--- src/rtl/iq_port_pkg.sv ---
package iq_port_pkg;
  parameter int unsigned SMP_W    = 12;
  parameter int unsigned HALF_W   = SMP_W / 2;
  parameter int unsigned RX_DLY_W = 2;

  typedef struct packed {
    logic bus_rev;
    logic port_swap;
    logic full_port;
    logic alt_order;
    logic fd_swap;
  } map_cfg_t;

  function automatic logic [SMP_W-1:0] rev_bits(input logic [SMP_W-1:0] w);
    logic [SMP_W-1:0] r;
    for (int k = 0; k < SMP_W; k++) r[k] = w[SMP_W-1-k];
    return r;
  endfunction

  function automatic logic [SMP_W-1:0] swap_halves(input logic [SMP_W-1:0] w);
    return {w[HALF_W-1:0], w[SMP_W-1:HALF_W]};
  endfunction

  function automatic logic [SMP_W-1:0] neg_word(input logic [SMP_W-1:0] w);
    return (~w) + SMP_W'(1);
  endfunction

  // Receive lane decode: pads to one logical word.
  function automatic logic [SMP_W-1:0] rx_unmap(input logic [SMP_W-1:0] p0,
                                                input logic [SMP_W-1:0] p1,
                                                input map_cfg_t c);
    logic [SMP_W-1:0] a, b, w;
    a = c.port_swap ? p1 : p0;
    b = c.port_swap ? p0 : p1;
    if (c.bus_rev) begin
      a = rev_bits(a);
      b = rev_bits(b);
    end
    if (c.full_port)
      w = (c.alt_order && c.fd_swap) ? swap_halves(a) : a;
    else if (c.fd_swap)
      w = {a[HALF_W-1:0], b[HALF_W-1:0]};
    else
      w = {a[SMP_W-1:HALF_W], b[SMP_W-1:HALF_W]};
    return w;
  endfunction

  // Transmit lane encode: one logical word to {pad0, pad1}.
  function automatic logic [2*SMP_W-1:0] tx_map(input logic [SMP_W-1:0] w,
                                                 input map_cfg_t c);
    logic [SMP_W-1:0] a, b;
    a = '0;
    b = '0;
    if (c.full_port)
      b = (c.alt_order && c.fd_swap) ? swap_halves(w) : w;
    else if (c.fd_swap) begin
      a[SMP_W-1:HALF_W] = w[SMP_W-1:HALF_W];
      b[SMP_W-1:HALF_W] = w[HALF_W-1:0];
    end else begin
      a[HALF_W-1:0] = w[SMP_W-1:HALF_W];
      b[HALF_W-1:0] = w[HALF_W-1:0];
    end
    if (c.bus_rev) begin
      a = rev_bits(a);
      b = rev_bits(b);
    end
    return c.port_swap ? {b, a} : {a, b};
  endfunction
endpackage

--- src/rtl/iq_slot_timer.sv ---
module iq_slot_timer (
  input  logic clk,
  input  logic rst_n,
  input  logic cfg_sdr,
  input  logic cfg_clk_inv,
  output logic rise_slot,
  output logic edge_en
);
  logic ph_q;

  always_ff @(posedge clk) begin
    if (!rst_n) ph_q <= 1'b0;
    else        ph_q <= ~ph_q;
  end

  assign rise_slot = ~(ph_q ^ cfg_clk_inv);
  assign edge_en   = ~cfg_sdr | rise_slot;
endmodule

--- src/rtl/iq_rx_path.sv ---
module iq_rx_path
  import iq_port_pkg::*;
(
  input  logic                clk,
  input  logic                rst_n,
  input  map_cfg_t            mcfg,
  input  logic                cfg_sdr,
  input  logic                cfg_pulse_frame,
  input  logic                cfg_iq_keep,
  input  logic [RX_DLY_W-1:0] cfg_rx_dly,
  input  logic                edge_en,
  input  logic [SMP_W-1:0]    pad0,
  input  logic [SMP_W-1:0]    pad1,
  input  logic                frame_in,
  output logic [SMP_W-1:0]    rx_i,
  output logic [SMP_W-1:0]    rx_q,
  output logic                rx_valid,
  output logic                align_err,
  output logic                lock_o
);
  localparam int unsigned DLY_MAX = (1 << RX_DLY_W) - 1;
  localparam int unsigned HIST    = 2 * DLY_MAX;
  localparam int unsigned TAP_W   = $clog2(HIST + 1);

  logic [SMP_W-1:0] p0_r, p1_r, i_hold;
  logic             fr_r, en_r, prev_f, locked, has_i;
  logic [HIST-1:0]  fd_q;
  logic [HIST:0]    taps;
  logic [TAP_W-1:0] tap_sel;
  logic [SMP_W-1:0] word;
  logic             f, rise, lock_now, is_i, is_q, err_ev;

  always_ff @(posedge clk) begin
    if (!rst_n) begin
      p0_r <= '0;
      p1_r <= '0;
      fr_r <= 1'b0;
      en_r <= 1'b0;
      fd_q <= '0;
    end else begin
      p0_r <= pad0;
      p1_r <= pad1;
      fr_r <= frame_in;
      en_r <= edge_en;
      fd_q <= {fd_q[HIST-2:0], fr_r};
    end
  end

  // Frame is delayed to meet data that lags it by cfg_rx_dly units.
  assign taps    = {fd_q, fr_r};
  assign tap_sel = cfg_sdr ? TAP_W'({cfg_rx_dly, 1'b0}) : TAP_W'(cfg_rx_dly);
  assign f       = taps[tap_sel];
  assign word    = rx_unmap(p0_r, p1_r, mcfg);

  assign rise     = f & ~prev_f;
  assign lock_now = locked | rise;

  always_comb begin
    if (cfg_pulse_frame) begin
      is_i   = lock_now & f;
      is_q   = lock_now & ~f & has_i;
      err_ev = lock_now & f & has_i;
    end else begin
      is_i   = lock_now & f & ~has_i;
      is_q   = lock_now & f & has_i;
      err_ev = locked & ~f & has_i;
    end
  end

  always_ff @(posedge clk) begin
    if (!rst_n) begin
      prev_f    <= 1'b1;
      locked    <= 1'b0;
      has_i     <= 1'b0;
      i_hold    <= '0;
      rx_i      <= '0;
      rx_q      <= '0;
      rx_valid  <= 1'b0;
      align_err <= 1'b0;
    end else begin
      rx_valid <= 1'b0;
      if (en_r) begin
        prev_f <= f;
        locked <= lock_now;
        if (err_ev) align_err <= 1'b1;
        if (is_i) begin
          has_i  <= 1'b1;
          i_hold <= word;
        end else if (is_q) begin
          has_i    <= 1'b0;
          rx_valid <= 1'b1;
          rx_i     <= cfg_iq_keep ? i_hold : word;
          rx_q     <= cfg_iq_keep ? word : i_hold;
        end else if (!f) begin
          has_i <= 1'b0;
        end
      end
    end
  end

  assign lock_o = locked;
endmodule

--- src/rtl/iq_tx_path.sv ---
module iq_tx_path
  import iq_port_pkg::*;
(
  input  logic             clk,
  input  logic             rst_n,
  input  map_cfg_t         mcfg,
  input  logic             cfg_pulse_frame,
  input  logic             cfg_iq_keep,
  input  logic             cfg_tx_neg,
  input  logic             edge_en,
  input  logic [SMP_W-1:0] tx_i,
  input  logic [SMP_W-1:0] tx_q,
  output logic [SMP_W-1:0] pad0_o,
  output logic [SMP_W-1:0] pad1_o,
  output logic             frame_o,
  output logic             take_o
);
  logic             tx_ph;
  logic [SMP_W-1:0] hold, first_w, second_w, a_w, b_w;

  assign a_w      = cfg_iq_keep ? tx_i : tx_q;
  assign b_w      = cfg_iq_keep ? tx_q : tx_i;
  assign first_w  = cfg_tx_neg ? neg_word(a_w) : a_w;
  assign second_w = cfg_tx_neg ? neg_word(b_w) : b_w;
  assign take_o   = edge_en & ~tx_ph;

  always_ff @(posedge clk) begin
    if (!rst_n) begin
      tx_ph   <= 1'b0;
      hold    <= '0;
      pad0_o  <= '0;
      pad1_o  <= '0;
      frame_o <= 1'b0;
    end else if (edge_en) begin
      if (!tx_ph) begin
        {pad0_o, pad1_o} <= tx_map(first_w, mcfg);
        frame_o          <= 1'b1;
        hold             <= second_w;
        tx_ph            <= 1'b1;
      end else begin
        {pad0_o, pad1_o} <= tx_map(hold, mcfg);
        frame_o          <= ~cfg_pulse_frame;
        tx_ph            <= 1'b0;
      end
    end
  end
endmodule

--- src/rtl/iq_port_if.sv ---
module iq_port_if
  import iq_port_pkg::*;
(
  input  logic                clk,
  input  logic                rst_n,
  input  logic                cfg_sdr,
  input  logic                cfg_pulse_frame,
  input  logic [RX_DLY_W-1:0] cfg_rx_dly,
  input  logic                cfg_bus_rev,
  input  logic                cfg_iq_keep,
  input  logic                cfg_port_swap,
  input  logic                cfg_full_port,
  input  logic                cfg_alt_order,
  input  logic                cfg_fd_swap,
  input  logic                cfg_tx_neg,
  input  logic                cfg_clk_inv,
  input  logic [SMP_W-1:0]    pad0_in,
  input  logic [SMP_W-1:0]    pad1_in,
  input  logic                rx_frame_in,
  input  logic [SMP_W-1:0]    tx_i,
  input  logic [SMP_W-1:0]    tx_q,
  output logic [SMP_W-1:0]    pad0_out,
  output logic [SMP_W-1:0]    pad1_out,
  output logic                tx_frame_out,
  output logic                dclk_out,
  output logic                tx_take,
  output logic [SMP_W-1:0]    rx_i,
  output logic [SMP_W-1:0]    rx_q,
  output logic                rx_valid,
  output logic                align_err
);
  map_cfg_t mcfg;
  logic     rise_slot, launch_w, lock_w;

  assign mcfg = '{bus_rev:   cfg_bus_rev,
                  port_swap: cfg_port_swap,
                  full_port: cfg_full_port,
                  alt_order: cfg_alt_order,
                  fd_swap:   cfg_fd_swap};

  iq_slot_timer timer_i (
    .clk(clk), .rst_n(rst_n), .cfg_sdr(cfg_sdr), .cfg_clk_inv(cfg_clk_inv),
    .rise_slot(rise_slot), .edge_en(launch_w)
  );

  iq_rx_path rx_i_u (
    .clk(clk), .rst_n(rst_n), .mcfg(mcfg), .cfg_sdr(cfg_sdr),
    .cfg_pulse_frame(cfg_pulse_frame), .cfg_iq_keep(cfg_iq_keep),
    .cfg_rx_dly(cfg_rx_dly), .edge_en(launch_w), .pad0(pad0_in),
    .pad1(pad1_in), .frame_in(rx_frame_in), .rx_i(rx_i), .rx_q(rx_q),
    .rx_valid(rx_valid), .align_err(align_err), .lock_o(lock_w)
  );

  iq_tx_path tx_u (
    .clk(clk), .rst_n(rst_n), .mcfg(mcfg), .cfg_pulse_frame(cfg_pulse_frame),
    .cfg_iq_keep(cfg_iq_keep), .cfg_tx_neg(cfg_tx_neg), .edge_en(launch_w),
    .tx_i(tx_i), .tx_q(tx_q), .pad0_o(pad0_out), .pad1_o(pad1_out),
    .frame_o(tx_frame_out), .take_o(tx_take)
  );

  assign dclk_out = rise_slot;
endmodule

--- config.mk ---
export PLATFORM = sky130hd
export DESIGN_NAME = iq_port_if
export DESIGN_NICKNAME = d
export VERILOG_FILES = /design/src/rtl/iq_port_pkg.sv /design/src/rtl/iq_slot_timer.sv /design/src/rtl/iq_rx_path.sv /design/src/rtl/iq_tx_path.sv /design/src/rtl/iq_port_if.sv
export SDC_FILE = /design/constraint.sdc
export NUM_CORES = 1
export LEC_CHECK = 0
export ABC_CLOCK_PERIOD_IN_PS = 2900
export BUFFER_PORTS_ARGS = -buffer_cell sky130_fd_sc_hd__buf_2
export CAP_MARGIN = 20
export CORE_ASPECT_RATIO = 1.1
export CORE_UTILIZATION = 50
export DETAILED_ROUTE_END_ITERATION = 10
export GPL_TIMING_DRIVEN = 0
export PLACE_DENSITY = 0.75
export SLEW_MARGIN = 20
export SYNTH_ARGS = -nofsm -noshare
export SYNTH_HDL_FRONTEND = slang
export SYNTH_SLANG_ARGS = --single-unit
--- constraint.sdc ---
create_clock -name clk -period 2.9 [get_ports clk]
set_clock_uncertainty 0.2 [all_clocks]
set_input_delay 0.145 -clock clk [delete_from_list [all_inputs] [get_ports clk]]
set_output_delay 0.145 -clock clk [all_outputs]
set_load 0.01 [all_outputs]
### Word level (Yosys, flattened, before mapping)

Index checks and enable logic that the tools add are counted.

| operators by class | value |
|---|---|
| equal/unequal tests | 1 |
| div/mod/pow operators | 0 |
| multiply operators | 0 |
| $add $sub $neg | 2 |
| mux-type cells | 47 |
| order comparisons | 1 |
| reduce and logical (&&, ||, !) cells | 7 |
| shift-type cells | 0 |
| bitwise logic cells | 25 |

Operators by type and width:

| cell | count |
|---|---|
| $mux W12 | 25 |
| $mux W24 | 2 |
| $mux W6 | 8 |
| $add A12 B1 Y12 const B | 2 |
| $not A12 Y12 | 2 |
| $not A1 Y1 | 11 |
| $mux W1 | 10 |
| $and A1 B1 Y1 | 9 |
| $reduce_and A2 Y1 | 4 |
| $lt A3 B4 Y1 const B | 1 |
| $bmux W1 S3 | 1 |
| $mux W3 | 1 |
| $ne A3 B3 Y1 const B | 1 |
| $reduce_and A3 Y1 | 1 |
| $reduce_or A3 Y1 | 1 |
| $or A1 B1 Y1 | 2 |
| $logic_and A1 B1 Y1 | 1 |
| $xor A1 B1 Y1 | 1 |

| storage, ports and cells | value |
|---|---|
| latch bits | 0 |
| input bits | 63 |
| memories | 0 |
| ROM bits | 0 |
| output and inout port bits | 53 |
| memory bits (writable) | 0 |
| register bits | 112 |
| word-level logic and storage cells | 102 |

### Longest topological paths before layout

| depth | value |
|---|---|
| depth in word-level cells | 10 |
| gate-level depth with buffers | 13 |

### Modules after synthesis

A second synthesis with hierarchy kept.

| second synthesis, totals | value |
|---|---|
| cell total of the unflattened synthesis | 866 |
| area total of the unflattened synthesis | 7596.0 um2 |

By module, submodules not included:

| module | area each (um2) | instances | cells each | seq. area each (um2) |
|---|---|---|---|---|
| iq_tx_path | 3807.4 | 1 | 514 | 760.7 |
| iq_rx_path | 3744.8 | 1 | 348 | 1461.4 |
| iq_slot_timer | 43.8 | 1 | 4 | 20.0 |

### Worst setup path after synthesis

No wires, ideal clock.

| timing path | value |
|---|---|
| path kind | input -> register |
| start | input cfg_iq_keep |
| end | register tx_u.pad1_o[8] |
| buffers on the path | 3 |
| setup slack | -99 ps |
| data arrival time | 2665 ps |
| cell stages on the path | 12 |
| required time | 2566 ps |
| path through | buf_4 > buf_6 > buf_2 > mux2i_1 > ha_1 > nor4b_2 > o22ai_1 > o21ai_1 > xor2_2 > a22o_1 > a2111oi_2 > a31oi_1 |

| on the way | value |
|---|---|
| word-level cells in the longest chain between the ends | 9 |
| elaborated cells between the ends (all ways) | 15 |
| classes of those cells | add/sub (1); mux (13); bitwise (1) |

Ends and longest elaborated chain:

| element | RTL line | text |
|---|---|---|
| from (decl) | iq_port_if.sv:10 | `input logic cfg_iq_keep,` |
| $mux W12 * | iq_tx_path.sv:21 | `assign a_w = cfg_iq_keep ? tx_i : tx_q;` |
| $not A12 Y12 | iq_port_pkg.sv:25 | `return (~w) + SMP_W'(1);` |
| $add A12 B1 Y12 | iq_port_pkg.sv:25 |  |
| $mux W12 * | iq_tx_path.sv:23 | `assign first_w = cfg_tx_neg ? neg_word(a_w) : a_w;` |
| $mux W6 or $mux W12 (tied branches) | iq_port_pkg.sv:56, iq_port_pkg.sv:55 |  |
| $mux W12 | iq_port_pkg.sv:54 | `if (c.full_port)` |
| $mux W12 | iq_port_pkg.sv:63 | `if (c.bus_rev) begin` |
| $mux W24 * | iq_port_pkg.sv:67 | `return c.port_swap ? {b, a} : {a, b};` |
| $mux W12 * | iq_tx_path.sv:35 | `if (!tx_ph) begin` |
| to (signal assigned) | iq_tx_path.sv:36 | `{pad0_o, pad1_o} <= tx_map(first_w, mcfg);` |
| to (signal assigned) | iq_tx_path.sv:41 | `{pad0_o, pad1_o} <= tx_map(hold, mcfg);` |
| to (decl) | iq_tx_path.sv:14 | `output logic [SMP_W-1:0] pad1_o,` |

Every way passes the cells marked *; elsewhere a longest branch is shown, timed or not.
A chain may end at the register's enable or synchronous reset.

### Worst setup path after layout

| timing path | value |
|---|---|
| start | input tx_i[2] |
| end | register tx_u.pad1_o[4] |

| on the way | value |
|---|---|
| word-level cells in the longest chain between the ends | 9 |
| elaborated cells between the ends (all ways) | 14 |
| classes of those cells | add/sub (1); mux (12); bitwise (1) |

Ends and longest elaborated chain:

| element | RTL line | text |
|---|---|---|
| from (decl) | iq_port_if.sv:20 | `input logic [SMP_W-1:0] tx_i,` |
| $mux W12 * | iq_tx_path.sv:21 |  |
| $not A12 Y12 * | iq_port_pkg.sv:25 |  |
| $add A12 B1 Y12 * | iq_port_pkg.sv:25 |  |
| $mux W12 * | iq_tx_path.sv:23 |  |
| $mux W6 or $mux W12 (tied branches) | iq_port_pkg.sv:56, iq_port_pkg.sv:55 |  |
| $mux W12 | iq_port_pkg.sv:54 |  |
| $mux W12 | iq_port_pkg.sv:63 |  |
| $mux W24 * | iq_port_pkg.sv:67 |  |
| $mux W12 * | iq_tx_path.sv:35 |  |

Marked as above.

==> impl_metrics.env <==
export IMPL_cp_arrival_ns=2.93
export IMPL_grt_first_pass_wirelength_um=37900
export IMPL_synthesis_nets=915
export IMPL_die_h_um=128
export IMPL_synthAdderAreaFrac_pct=0.348
export IMPL_postLayoutCellArea_um2=8720
export IMPL_synth_area_per_cell_um2=8.47
export IMPL_final_hold_violation_count=0
export IMPL_rows=45
export IMPL_hold_class="input port to flop"
export IMPL_cts_sinks=112
export IMPL_vias=7713
export IMPL_muxShareOfSynthArea_pct=17.6
export IMPL_crit_chain="buf_2 -> or4b_4 -> a222oi_1 -> nor2_1 -> xor2_1 -> buf_6 -> nor4_1 -> a2111oi_0 -> a31oi_1"
export IMPL_setup_ws_ns=-0.0203
export IMPL_power_leakage_nw=3.46
export IMPL_die_area_um2=14900
export IMPL_areaGrowthSynthToFinish_pct=21.1
export IMPL_cts_tree="yes"
export IMPL_synth_xor_area_share_pct=2.88
export IMPL_cap_viol_max_count=0
export IMPL_synth_top_family_by_area="compound AO/OA/AOI/OAI gates"
export IMPL_critPathBufInv=2
export IMPL_place_area_um2=8000
export IMPL_htreeDepth=3
export IMPL_synth_simple_gate_area_share_pct=17.2
export IMPL_route_detailed_drc=0
export IMPL_worst_slew_pin_slew_ns=0.844
export IMPL_grtUsageTotal_pct=33.7
export IMPL_layoutNonFillerInstCount=1196
export IMPL_clk_pin_slew_ns=0.08
export IMPL_grt_overflow=0
export IMPL_crit_family="compound AO/OA/AOI/OAI gates"
export IMPL_path_class="input port to flop"
export IMPL_grt_max_degree=23
export IMPL_avgRoutedWirePerCell_um=21.0
export IMPL_cpMaxStageDelayCell="a2111oi_0"
export IMPL_syn_inst=850
export IMPL_layout_common_cells="121 x buf_2, 112 x dfxtp_1, 78 x nand2_1"
export IMPL_status="finished with violations"
export IMPL_crit_fanout=10
export IMPL_dp_hpwl_um=18200
export IMPL_cts_root_buf="clkbuf_16"
export IMPL_ys_ff_latch=112
export IMPL_timing_final_crit_share_pct=101
export IMPL_dr_pass1_iters=7
export IMPL_timing_fmax_ghz=0.342
export IMPL_io_buffer_count=111
export IMPL_fin_nets=1067
export IMPL_initial_utilization_pct=51.8
export IMPL_synth_top_area_share_pct=31.1
export IMPL_synth_cell_types=81
export IMPL_numCtsBuffers=9
export IMPL_place_inst=1149
export IMPL_critPathCaptureType="flop"
export IMPL_ys_top_cells_by_area="dfxtp_1 31%, mux2i_1 11%, mux4_2 5.6%"
export IMPL_crit_path_start_kind="input port"
export IMPL_gp_congestion=1.04
export IMPL_setup_viol=1
export IMPL_slew_viol_final=0
export IMPL_worstSkewPairLatency_ns=0.36
export IMPL_async_flop_share_pct=0
export IMPL_min_period_ns=2.92
export IMPL_ys_warn_count=0
export IMPL_die_w_um=116
export IMPL_synth_edff_count=0
export IMPL_layout_commonest_cell="buf_2"
export IMPL_wl_um=25100
export IMPL_vdd_drop_max_uv=280
export IMPL_p_per_area_nw_per_um2=473
export IMPL_antenna_left=0
export IMPL_violations="negative setup slack"
export IMPL_slew_headroom_pct=42.1
export IMPL_cp_required_ns=2.91
export IMPL_ys_seq_area_share_pct=31.1
export IMPL_ios=116
export IMPL_drive_gt1_share_pct=21.0
export IMPL_cp_slowest_stage_delay_ns=0.74
export IMPL_ys_flop_type="dfxtp_1"
export IMPL_synth_compound_area_share_pct=26.0
export IMPL_cts_max_path_buffers=2
export IMPL_grt_pass1_vias=7051
export IMPL_antenna_found_initial=0
export IMPL_coreArea_um2=13900
export IMPL_totalNegativeSetupSlack_ns=-0.0203
export IMPL_drt_initial_drc_count=1001
export IMPL_viasPerCell=6.45
export IMPL_synth_largest_area_cell="dfxtp_1"
export IMPL_netlist_area_um2=7200
cells by family (layout without fill, tap and decap cells):
family,count (synthesis),count (layout)
xor gates and xnor gates,22,22
DFF,112,112
buffers and inverters,83,240
and+or+nand+nor,255,255
other,0,1
muxes,103,103
AOI/OAI and AO/OA,273,273
adders and majority gates,2,2
power by group:
part / leakage [nW] / switching [mW] / internal [mW]
Sequential: 0.919 / 0.0743 / 1.63
Clock: 0.146 / 0.672 / 0.621
Combinational: 2.40 / 0.693 / 0.441
Total: 3.46 / 1.44 / 2.69
what timing repair did:
item | 4_1_cts | 5_1_grt
resized for setup | 9 | 14
endpoints found under the hold margin | 26 | 0
buffers inserted | 3 | 2
hold buffers | 26 | 0
pin swaps | 2 | 4
endpoints found under the setup margin | 24 | 39
synth_stat cells, types with 4 or more instances:
cell / count
nor3_1: 12
a211o_1: 6
o31ai_1: 4
nor2_1: 72
nor2b_1: 5
buf_1: 7
inv_1: 7
nand2b_1: 8
nand3_1: 14
o21ai_0: 53
nor4_1: 4
o22ai_1: 10
a21oi_1: 62
mux2_2: 8
nand2_1: 78
and2_1: 36
xor2_1: 6
a221oi_1: 13
dfxtp_1: 112
clkbuf_1: 53
a31oi_1: 7
o221ai_1: 5
a211oi_1: 17
buf_2: 10
a22oi_1: 23
a2bb2oi_1: 4
mux4_2: 18
or2_2: 5
mux2i_1: 77
o211ai_1: 18
xnor2_1: 14
layout make-up:
cell class | instances | area, um2
buffer | 73 | 335
clock inverter | 7 | 80.1
clock buffer | 9 | 225
inverter | 9 | 33.8
sequential | 112 | 2240
fill | 1270 | 5190
antenna | 1 | 2.50
timing repair buffer | 142 | 853
multi-input combinational | 655 | 4710
tap | 188 | 235
through the flow:
stage          power [mW]  hold WS, ns  setup WS, ns  util (%)
3_3_place_gp         2.75        0.154        -0.871      57.5
3_5_place_dp         2.75        0.156        -0.829      57.5
6_report             4.13       0.0733       -0.0203      62.7
5_1_grt              4.27        0.102       -0.0114      62.7
4_1_cts              4.06       0.0561        0.0479      62.2
2_1_floorplan        2.40       0.0602        0.0219         -
worst min-delay path, delay by kind of cell:
family | cells | cell delay (ns)
muxes | 1 | 0.07
xor gates and xnor gates | 1 | 0.15
buffers and inverters | 1 | 0.09
and+or+nand+nor | 2 | 0.13
state kept, by name, indices dropped and copies added (netlist names):
name              flops
tx_u.pad0_o          12
rx_i_u.has_i          1
rx_i_u.align_err      1
rx_i_u.rx_valid       1
rx_i_u.p0_r          12
rx_i_u.rx_q          12
tx_u.hold            12
rx_i_u.fd_q           6
rx_i_u.p1_r          12
timer_i.ph_q          1
rx_i_u.prev_f         1
tx_u.frame_o          1
tx_u.pad1_o          12
tx_u.tx_ph            1
rx_i_u.rx_i          12
rx_i_u.lock_o         1
rx_i_u.en_r           1
rx_i_u.fr_r           1
rx_i_u.i_hold        12
layer usage:
metal  vias up  routed length (um)  share of wire (%)  global-route usage, %
met2       498               10900                 44                   49.8
li1       3503                   -                  -                      -
met3        91                2620                 10                   7.23
met4         0                 906                3.6                   14.9
met1      3621               10600                 42                   46.8
met5         -                   0                  0                      0
path summary, 6_finish.rpt:
check	depth (start not counted)	start	endpoint	slack (ns)
max	9	tx_i[2]	tx_u.pad1_o[4]$_SDFFE_PN0N_	-0.02
min	5	tx_i[11]	tx_u.hold[11]$_SDFFE_PN0P_	0.07
max reg2reg	9	rx_i_u.fd_q[5]$_SDFF_PN0_	rx_i_u.rx_i[3]$_SDFFE_PN0P_	0.29
min reg2reg	1	rx_i_u.fd_q[4]$_SDFF_PN0_	rx_i_u.fd_q[5]$_SDFF_PN0_	0.24
(Power assumes the default switching activity.)
